===== config.mk =====
export PLATFORM = sky130hd
export DESIGN_NAME = burst_addr_seq
export DESIGN_NICKNAME = d
export VERILOG_FILES = /design/src/rtl/burst_addr_pkg.sv /design/src/rtl/seq_cmd_decode.sv /design/src/rtl/seq_step_counter.sv /design/src/rtl/seq_base_reg.sv /design/src/rtl/seq_order_map.sv /design/src/rtl/burst_addr_seq.sv
export SDC_FILE = /design/constraint.sdc
export NUM_CORES = 1
export LEC_CHECK = 0
export BUFFER_PORTS_ARGS = -buffer_cell sky130_fd_sc_hd__buf_4
export CAP_MARGIN = 20
export CORE_UTILIZATION = 47
export CTS_CLUSTER_SIZE = 30
export DETAILED_ROUTE_END_ITERATION = 10
export GPL_TIMING_DRIVEN = 0
export MAX_ROUTING_LAYER = met4
export PLACE_DENSITY = 0.81
export SLEW_MARGIN = 40
export SYNTH_ARGS = -nofsm -noshare
export SYNTH_HDL_FRONTEND = slang
export SYNTH_SLANG_ARGS = --single-unit

===== constraint.sdc =====
create_clock -name clk -period 1.3 [get_ports clk]
set_input_delay 0.13 -clock clk [delete_from_list [all_inputs] [get_ports clk]]
set_output_delay 0.13 -clock clk [all_outputs]
set_load 0.02 [all_outputs]

===== src/rtl/burst_addr_pkg.sv =====
package burst_addr_pkg;
  localparam int BURST_W = 2;

  typedef enum logic [1:0] {
    CMD_HOLD = 2'd0,
    CMD_STEP = 2'd1,
    CMD_LOAD = 2'd2
  } seq_cmd_e;

  // Linear order: offset counts upward from the start word, modulo four.
  function automatic logic [BURST_W-1:0] lin_word(input logic [BURST_W-1:0] start,
                                                  input logic [BURST_W-1:0] step);
    return start + step;
  endfunction

  // Interleaved order: start word with its bits flipped by the step count.
  function automatic logic [BURST_W-1:0] ilv_word(input logic [BURST_W-1:0] start,
                                                  input logic [BURST_W-1:0] step);
    return start ^ step;
  endfunction
endpackage


===== src/rtl/seq_cmd_decode.sv =====
module seq_cmd_decode
  import burst_addr_pkg::*;
(
  input  logic     strobe_cpu_i,
  input  logic     strobe_ctl_i,
  input  logic     adv_i,
  output seq_cmd_e cmd_o
);
  always_comb begin
    if (strobe_cpu_i || strobe_ctl_i) cmd_o = CMD_LOAD;
    else if (adv_i)                   cmd_o = CMD_STEP;
    else                              cmd_o = CMD_HOLD;
  end
endmodule


===== src/rtl/seq_step_counter.sv =====
module seq_step_counter
  import burst_addr_pkg::*;
(
  input  logic               clk,
  input  logic               rst_n,
  input  seq_cmd_e           cmd_i,
  output logic [BURST_W-1:0] step_o
);
  always_ff @(posedge clk) begin
    if (!rst_n)                 step_o <= '0;
    else if (cmd_i == CMD_LOAD) step_o <= '0;
    else if (cmd_i == CMD_STEP) step_o <= step_o + 1'b1;
  end

  // a load restarts the step count
  a_r9_load_clears_step: assert property (@(posedge clk) disable iff (!rst_n)
    (cmd_i == CMD_LOAD) |=> (step_o == '0));
  // one advance moves the count by one, wrapping
  a_r3_step_increments: assert property (@(posedge clk) disable iff (!rst_n)
    (cmd_i == CMD_STEP) |=> (step_o == $past(step_o) + 2'd1));
  // no strobe and no advance keeps the count
  a_r6_step_held: assert property (@(posedge clk) disable iff (!rst_n)
    (cmd_i == CMD_HOLD) |=> $stable(step_o));
endmodule


===== src/rtl/seq_base_reg.sv =====
module seq_base_reg
  import burst_addr_pkg::*;
#(
  parameter int AW = 20
) (
  input  logic          clk,
  input  logic          rst_n,
  input  seq_cmd_e      cmd_i,
  input  logic [AW-1:0] addr_i,
  input  logic          order_lin_i,
  output logic [AW-1:0] base_o,
  output logic          lin_o
);
  always_ff @(posedge clk) begin
    if (!rst_n) begin
      base_o <= '0;
      lin_o  <= 1'b0;
    end else if (cmd_i == CMD_LOAD) begin
      base_o <= addr_i;
      lin_o  <= order_lin_i;
    end
  end

  // captured address only changes on load
  a_r8_base_stable: assert property (@(posedge clk) disable iff (!rst_n)
    (cmd_i != CMD_LOAD) |=> $stable(base_o));
  // order is captured only on load
  a_r5_order_stable: assert property (@(posedge clk) disable iff (!rst_n)
    (cmd_i != CMD_LOAD) |=> $stable(lin_o));
endmodule


===== src/rtl/seq_order_map.sv =====
module seq_order_map
  import burst_addr_pkg::*;
(
  input  logic [BURST_W-1:0] start_i,
  input  logic [BURST_W-1:0] step_i,
  input  logic               lin_i,
  output logic [BURST_W-1:0] word_o
);
  always_comb word_o = lin_i ? lin_word(start_i, step_i) : ilv_word(start_i, step_i);
endmodule


===== src/rtl/burst_addr_seq.sv =====
module burst_addr_seq
  import burst_addr_pkg::*;
#(
  parameter int AW = 20
) (
  input  logic          clk,
  input  logic          rst_n,
  input  logic [AW-1:0] addr_i,
  input  logic          strobe_cpu_i,
  input  logic          strobe_ctl_i,
  input  logic          adv_i,
  input  logic          order_lin_i,
  output logic [AW-1:0] arr_addr_o
);
  localparam int UW = AW - BURST_W;

  seq_cmd_e           cmd;
  logic [BURST_W-1:0] step;
  logic [AW-1:0]      base;
  logic               lin_sel;
  logic [BURST_W-1:0] word;

  // named events for the checks below
  logic ev_load, ev_hold, ev_load_adv;
  assign ev_load     = (cmd == CMD_LOAD);
  assign ev_hold     = (cmd == CMD_HOLD);
  assign ev_load_adv = ev_load && adv_i;

  seq_cmd_decode u_dec (
    .strobe_cpu_i (strobe_cpu_i),
    .strobe_ctl_i (strobe_ctl_i),
    .adv_i        (adv_i),
    .cmd_o        (cmd)
  );

  seq_step_counter u_cnt (
    .clk    (clk),
    .rst_n  (rst_n),
    .cmd_i  (cmd),
    .step_o (step)
  );

  seq_base_reg #(.AW(AW)) u_base (
    .clk         (clk),
    .rst_n       (rst_n),
    .cmd_i       (cmd),
    .addr_i      (addr_i),
    .order_lin_i (order_lin_i),
    .base_o      (base),
    .lin_o       (lin_sel)
  );

  seq_order_map u_map (
    .start_i (base[BURST_W-1:0]),
    .step_i  (step),
    .lin_i   (lin_sel),
    .word_o  (word)
  );

  assign arr_addr_o = {base[AW-1:BURST_W], word};

  // loaded address appears after the edge
  a_r2_load_visible: assert property (@(posedge clk) disable iff (!rst_n)
    ev_load |=> (arr_addr_o == $past(addr_i)));
  // strobe beats advance
  a_r7_strobe_priority: assert property (@(posedge clk) disable iff (!rst_n)
    ev_load_adv |=> (arr_addr_o == $past(addr_i)));
  // hold keeps the output address
  a_r6_hold_output: assert property (@(posedge clk) disable iff (!rst_n)
    ev_hold |=> $stable(arr_addr_o));
  // upper bits pass unchanged between loads
  a_r8_upper_stable: assert property (@(posedge clk) disable iff (!rst_n)
    !ev_load |=> $stable(arr_addr_o[AW-1:BURST_W]));
  // reset clears the output
  a_r1_reset_zero: assert property (@(posedge clk)
    !rst_n |=> (arr_addr_o == '0));
  initial assert (UW > 0);
endmodule


* Word level (Yosys, flattened, before mapping)
Index checks and enable logic that the tools add are counted.
Operators by class: add/sub/neg operators 2, eq/ne operators 2, multiplexer cells 3, bitwise gates (word level) 2, reductions and logical operators 2
Operators with widths (count):
- $mux W2 | 2
- $add A2 B1 Y2 const B | 1
- $add A2 B2 Y2 | 1
- $eq A2 B1 Y1 const B | 1
- $eq A2 B2 Y1 const B | 1
- $reduce_or A2 Y1 | 1
- $xor A2 B2 Y2 | 1
- $logic_or A1 B1 Y1 | 1
- $mux W1 | 1
- $not A1 Y1 | 1
Word-level totals: register bits after elaboration 23, input bits 26, output and inout port bits 20, word-level logic and storage cells 14

* Longest topological paths before layout
Gate-level depths: netlist (run 1).
depth after elaboration 4, gate-level depth with buffers 3, mapped depth without buffers 3

* By module
From an unflattened synthesis (run 1), not the netlist that was laid out.
Unflattened totals: cells, all modules 110, area total of the unflattened synthesis 1031.0 sq um
By module, submodules not included:
- seq_base_reg | instances 1, cells an instance 93, area an instance 878.3 sq um, sequential area each 420.4 sq um
- seq_step_counter | instances 1, cells an instance 11, area an instance 105.1 sq um, sequential area each 40.0 sq um
- seq_order_map | instances 1, cells an instance 4, area an instance 33.8 sq um, sequential area each 0.0 sq um
- seq_cmd_decode | instances 1, cells an instance 2, area an instance 13.8 sq um, sequential area each 0.0 sq um

* Worst setup path after synthesis (run 1)
No wires, ideal clock.
path type register to output, start point reg u_cnt.step_o[0], end point out arr_addr_o[1], data arrival time 944 ps, required time 1170 ps, setup slack 226 ps, stages on the path, launching flop included 4, cell sequence dfxtp_1 -> ha_1 -> nand2_1 -> xnor2_1
Between the ends: word-level cells in the longest chain between the ends 2
RTL lines:
- start: declaration | RTL line seq_step_counter.sv:7 | output logic [BURST_W-1:0] step_o
- start signal: assignment | RTL line seq_step_counter.sv:12 | else if (cmd_i == CMD_STEP) step_o <= step_o + 1'b1;
- $add A2 B2 Y2 | RTL line burst_addr_pkg.sv:13 | return start + step;
- $mux W2 | RTL line seq_order_map.sv:9 | always_comb word_o = lin_i ? lin_word(start_i, step_i) : ilv_word(start_i, step_i);
- end: declaration | RTL line burst_addr_seq.sv:13 | output logic [AW-1:0] arr_addr_o
Every way passes these cells.

* Worst setup path after layout (run 1)
start point reg u_base.base_o[1], end point out arr_addr_o[1]
Between the ends: word-level cells in the longest chain between the ends 2, elaborated cells on any way between the ends 3, classes of those cells add/sub (1); mux (1); bitwise (1)
RTL lines:
- start: declaration | RTL line seq_base_reg.sv:11 | output logic [AW-1:0] base_o,
- start signal: assignment | RTL line seq_base_reg.sv:19 | base_o <= addr_i;
- $add A2 B2 Y2 / $xor A2 B2 Y2 (equally long branches) | RTL line burst_addr_pkg.sv:13, burst_addr_pkg.sv:19
- $mux W2 * | RTL line seq_order_map.sv:9
Mark *: on every way between the ends. The rest lies on a longest branch, timed or not.

==> results of run 1 <==
-- cells in the mapped netlist, types with 2 or more instances --
| master | count |
|---|---|
| or3b_2 | 3 |
| o21ai_0 | 21 |
| clkbuf_1 | 8 |
| a21oi_1 | 21 |
| buf_4 | 18 |
| xnor2_1 | 2 |
| dfxtp_1 | 23 |
| or3b_1 | 18 |
| buf_6 | 2 |
-- worst max-delay path by stage --
stage                          start           endpoint  slack [ns]  cells after the start
floorplan            u_cnt.step_o[0]      arr_addr_o[1]        0.23                      3
global placement        strobe_cpu_i  u_base.base_o[15]        0.26                      4
detailed placement      strobe_cpu_i   u_base.base_o[3]        0.22                      4
CTS                 u_base.base_o[0]      arr_addr_o[1]      -0.007                      4
global route        u_base.base_o[1]      arr_addr_o[1]       -0.02                      3
finish              u_base.base_o[1]      arr_addr_o[1]        0.01                      3
-- sequential cells by signal (all words and copies together), names as in the netlist --
register       flops
u_cnt.step_o       2
u_base.lin_o       1
u_base.base_o     20
-- worst max-delay path, delay by kind of cell, from the launching register on --
kind | cells | cell delay [ns]
xor gates and xnor gates | 2 | 0.33
buffers and inverters | 1 | 0.16
DFF | 1 | 0.36
-- routing by layer --
metal,routed length [um],share of wire,GRT usage
met2,1130,0.47,0.375
met1,1120,0.47,0.247
met5,0,0,-
met3,132,0.055,0.0357
met4,23,0.0096,0.0694
-- timing repair --
| action | 4_1_cts | 5_1_grt |
|---|---|---|
| pin swaps | 4 | 2 |
| gates cloned | 0 | 0 |
| gates resized for setup | 7 | 2 |
| setup buffers | 1 | 1 |
| hold endpoints to repair | 0 | 0 |
| endpoints found under the setup margin | 2 | 1 |
-- power breakdown --
| group | switching (uW) | internal (uW) |
|---|---|---|
| logic | 154 | 189 |
| registers | 21.5 | 745 |
| clock network | 207 | 120 |
-- final cells by class --
class / instances / area [um2] / share of cell area
flip-flops and latches: 23 / 468 / 0.296
multi-input cells: 73 / 503 / 0.318
clock buffers: 4 / 26.3 / 0.0166
repair buffers: 47 / 353 / 0.223
inverters: 1 / 3.75 / 0.00237
plain buffers: 29 / 193 / 0.122
well taps: 28 / 35.0 / 0.0222
-- cell families (layout without fill, tap and decap cells) --
logic type | Yosys count | in the layout | synth area share
compound gates | 44 | 44 | 0.201
xor+xnor | 3 | 3 | 0.0231
fa+ha+maj | 1 | 1 | 0.0110
buf+inv | 30 | 81 | 0.173
flops | 23 | 23 | 0.405
simple gates | 25 | 25 | 0.187
-- per-stage QoR --
step                setup slack, ns  TNS (ns)
finish                       0.0131         0
global route                -0.0238   -0.0238
CTS                        -0.00723  -0.00723
detailed placement            0.224         0
global placement              0.258         0
floorplan                     0.226         0
==> results_dict.tcl, run 1 <==
set metrics [dict create \
    synth_top_cell_area_share 0.405 \
    cp_slowest_cell "dfxtp_2" \
    cts_buffer_depth 2 \
    r2r_cells 2 \
    synth_edf_count 0 \
    ys_warn_count 0 \
    crit_fanout 2 \
    crit_type "reg2out" \
    crit_arrival_ns 1.16 \
    drcViolationCount 0 \
    yosys.area.top_type "dfxtp_1" \
    synthDistinctLibCells 19 \
    syn-num-nets 153 \
    hold_depth 3 \
    stdcell_count 205 \
    io_pins 46 \
    diodes 0 \
    grt_pass1_vias 1017 \
    cap_violations 0 \
    max-slew-margin-rel 0.712 \
    dp_hpwl_mm 1.78 \
    syn_to_final_growth_pct 39.1 \
    fin_area_mm2 0.00158 \
    rows 17 \
    hold_path.class "in2reg" \
    async_flop_share 0 \
    ys_top_cells_by_area "dfxtp_1 40%, or3b_1 14%, buf_4 12%" \
    grt_pass1_wl_mm 4.16 \
    min_period_ns 1.29 \
    vias 1007 \
    path_cells "xor2_2, xnor2_1, buf_4" \
    io_buffers 45 \
    holdPathEnd "u_base.base_o[12]" \
    clk_pin_slew_worst_paths_ns 0.13 \
    nets 205 \
    ys.flop_type "dfxtp_1" \
    grt_usage 0.214 \
    clock_latency_ns 0.31 \
    routed_wl_mm 2.40 \
    drtIter0Drc 15 \
    antenna_found_initial 0 \
    cts_tree "yes" \
    r2r-start "u_base.base_o[0]" \
    finalCritPeriodShare 0.990 \
    cp-start-kind "flip-flop" \
    rsz0062_at_grt "yes" \
    min_from "addr_i[12]" \
    fp.dieW_um 51.2 \
    ys_seq_area_frac 0.405 \
    maxClockFrequency_mhz 777 \
    final_max_slew_viol_count 0 \
    first_pass_iters 4 \
    crit_path_end_kind "output pin" \
    cts_num_sinks 23 \
    start_util 0.504 \
    max_stage_delay_ns 0.36 \
    utilization 0.701 \
    final_cell_mix "65 x buf_4, 21 x o21ai_0, 21 x a21oi_1, 19 x dfxtp_1, 18 x or3b_1" \
    ir_worst_vdd_mv 0.632 \
    grt_remaining_overflow 0 \
    fin_worst_skew_ns 0.0000674 \
    drive_gt1_frac 0.480 \
    worst_r2r_endpoint "u_base.base_o[0]" \
    cts-buffers-inserted 3 \
    hold_violations 0 \
    syn_inst 126 \
    syn-cell-area_mm2 0.00114 \
    power_uw 1440 \
    worst_pin_slew_ns 0.432 \
    core_mm2 0.00225 \
    place_inst 199 \
    wl_per_cell_um 11.7 \
    layout_commonest_cell "buf_4" \
    nFillCells 189 \
    cp.required_ns 1.17 \
    syn_avg_cell_area_um2 9.03 \
    dpl_cell_area_mm2 0.00151 \
    dieHeight_um 51.2 \
    grt_max_degree 13 \
    rrSetupSlack_ns 0.30 \
    drt.antenna.violating_nets 0 \
    ys_ff_latch 23 \
    finalSetupViolCount 0 \
    p_leak_uw 0.000685 \
    cts_root_buf "clkbuf_4" \
    htreeDepth 1 \
    ctsHoldBuffers 0 \
    gp_congestion 0.737 \
    run_status "finished, final reports clean" \
    die-area_mm2 0.00262 \
    vias_per_cell 4.91 \
    power_density_mw_per_mm2 908 \
    hold_slack_ns 0.0821 \
]
No activity file was read; power rests on OpenSTA's default activity.
==> run 2: changes to the inputs <==
--- a/config.mk
+++ b/config.mk
@@ -7,12 +7,12 @@
 export LEC_CHECK = 0
 export BUFFER_PORTS_ARGS = -buffer_cell sky130_fd_sc_hd__buf_4
 export CAP_MARGIN = 20
-export CORE_UTILIZATION = 47
+export CORE_UTILIZATION = 50
 export CTS_CLUSTER_SIZE = 30
 export DETAILED_ROUTE_END_ITERATION = 10
 export GPL_TIMING_DRIVEN = 0
 export MAX_ROUTING_LAYER = met4
-export PLACE_DENSITY = 0.81
+export PLACE_DENSITY = 0.85
 export SLEW_MARGIN = 40
 export SYNTH_ARGS = -nofsm -noshare
 export SYNTH_HDL_FRONTEND = slang
==> constraint.sdc (replaced) <==
create_clock -name clk -period 1.6 [get_ports clk]
set_input_delay 0.16 -clock clk [delete_from_list [all_inputs] [get_ports clk]]
set_output_delay 0.16 -clock clk [all_outputs]
set_load 0.02 [all_outputs]
==> run 2 against run 1 <==
Die area fell by 5.8%; critical path depth is 1 higher; via count up 0.99%; critical path type unchanged; largest cell class unchanged; largest power group unchanged.
==> results_dict.tcl, run 2 (synthesis results as in run 1) <==
set metrics [dict create \
    cts_num_sinks 23 \
    setup-tns-final_ns 0 \
    r2r-start "u_base.base_o[12]" \
    run_status "finished, final reports clean" \
    fp.dieW_um 49.7 \
    fin_area_mm2 0.00154 \
    grt_remaining_overflow 0 \
    max_stage_delay_ns 0.42 \
    wl_met2_mm 1.11 \
    rows 16 \
    min_period_ns 1.45 \
    first_pass_iters 4 \
    cp-start-kind "flip-flop" \
    gp_congestion 0.692 \
    r2r_cells 2 \
    top_register "u_base.base_o" \
    drtIter0Drc 10 \
    hold_depth 3 \
    grt_pass1_wl_mm 3.90 \
    syn_to_final_growth_pct 35.0 \
    cp_slowest_cell "dfxtp_1" \
    rsz0062_at_grt "no" \
    drcViolationCount 0 \
    postCtsSetupBuffers 0 \
    crit_path_end_kind "output pin" \
    die-area_mm2 0.00247 \
    maxClockFrequency_mhz 689 \
    drive_gt1_frac 0.434 \
    cts_resized 0 \
    min_from "adv_i" \
    cp-startpoint "u_cnt.step_o[0]" \
    fin_worst_skew_ns 0.00000119 \
    dpl_cell_area_mm2 0.00151 \
    ctsHoldBuffers 0 \
    crit_type "reg2out" \
    cts_root_buf "clkbuf_4" \
    diodes 0 \
    dieHeight_um 49.7 \
    cp.required_ns 1.44 \
    dp_hpwl_mm 1.76 \
    max-slew-margin-rel 0.699 \
    clk_pin_slew_worst_paths_ns 0.12 \
    cts-buffers-inserted 3 \
    grt_usage 0.209 \
    power_density_mw_per_mm2 760 \
    hold_violations 0 \
    routed.top_layer "met4" \
    vias 1017 \
    stdcell_count 202 \
    crit_fanout 4 \
    wl_per_cell_um 11.8 \
    place_inst 198 \
    hold_path.class "in2reg" \
    finalSetupViolCount 0 \
    htreeDepth 1 \
    core_mm2 0.00204 \
    worst_pin_slew_ns 0.452 \
    path_delay_family "flip-flops" \
    cts_tree "yes" \
    clock_latency_ns 0.31 \
    io_buffers 45 \
    io_pins 46 \
    largest_register_ffs 20 \
    crit_buf_inv 1 \
    routed_wl_mm 2.38 \
    worst_r2r_endpoint "u_base.base_o[12]" \
    wl_met3_um 139 \
    crit_arrival_ns 1.29 \
    final_cell_mix "63 x buf_4, 23 x dfxtp_1, 21 x o21ai_0, 21 x a21oi_1, 18 x or3b_1" \
    grt_max_degree 13 \
    antenna_found_initial 0 \
    path_cells "ha_1, nand2_1, xnor2_1, buf_4" \
    p_leak_uw 0.000673 \
    ir_worst_vdd_mv 0.537 \
    top_regs "u_base.base_o: 20 flops, u_cnt.step_o: 2 flops, u_base.lin_o: 1 flops" \
    final_max_slew_viol_count 0 \
    cap_violations 0 \
    wl_met1_mm 1.11 \
    finalCritPeriodShare 0.907 \
    nets 203 \
    cts_buffer_depth 2 \
    rrSetupSlack_ns 0.58 \
    vias_per_cell 5.03 \
    grt_pass1_vias 929 \
    drt.antenna.violating_nets 0 \
    layout_commonest_cell "buf_4" \
    start_util 0.557 \
    holdPathEnd "u_cnt.step_o[0]" \
]
[run 2: changes by cell type in the layout (fill, tap and decap cells not counted)]
cell / before / now
ha_1: 0 / 1
xor2_1: 0 / 1
nand2_2: 1 / 0
ha_4: 1 / 0
buf_4: 65 / 63
dfxtp_1: 19 / 23
dfxtp_4: 1 / 0
nand2_1: 0 / 1
dfxtp_2: 3 / 0
xor2_2: 1 / 0
[run 2: worst max-delay path by stage]
| stage | slack [ns] | depth (start not counted) | end |
|---|---|---|---|
| after global placement | 0.52 | 4 | u_base.base_o[1] |
| after floorplan | 0.50 | 3 | arr_addr_o[1] |
| final | 0.15 | 4 | arr_addr_o[1] |
| after CTS | 0.15 | 4 | arr_addr_o[1] |
| after detailed placement | 0.50 | 4 | u_base.base_o[19] |
| after global routing | 0.009 | 4 | arr_addr_o[1] |
[run 2: area by class of cell]
type | count | area [um2]
Multi-Input combinational cell | 73 | 480
Fill cell | 172 | 507
Buffer | 29 | 193
Inverter | 1 | 3.75
Tap cell | 27 | 33.8
Clock buffer | 4 | 26.3
Timing Repair Buffer | 45 | 338
Sequential cell | 23 | 460
[run 2: power breakdown]
group	internal, uW	switching [uW]
sequential	606	15.9
clock	97.5	172
combinational	151	124
[run 2: worst register-to-register path, delay by kind of cell (launching register included)]
| family | cells | cell delay (ns) |
|---|---|---|
| flip-flops | 1 | 0.35 |
| AND/OR/NAND/NOR | 1 | 0.45 |
| AO/OA/AOI/OAI | 1 | 0.15 |
[run 2: per-stage QoR]
| step | total power, uW | hold WS [ns] | utilization | setup WS [ns] |
|---|---|---|---|---|
| 3_3_place_gp | 905 | 0.418 | 0.739 | 0.523 |
| 3_5_place_dp | 911 | 0.431 | 0.739 | 0.499 |
| 2_1_floorplan | 793 | 0.303 | - | 0.496 |
| 5_1_grt | 1230 | 0.0972 | 0.752 | 0.00909 |
| 6_report | 1170 | 0.106 | 0.752 | 0.149 |
| 4_1_cts | 1180 | 0.0985 | 0.752 | 0.147 |
[run 2: layer usage]
metal  GRT usage  vias up
li1            -      521
met4      0.0714        0
met1       0.262      455
met3      0.0401        4
met2       0.336       37
met5           -        -
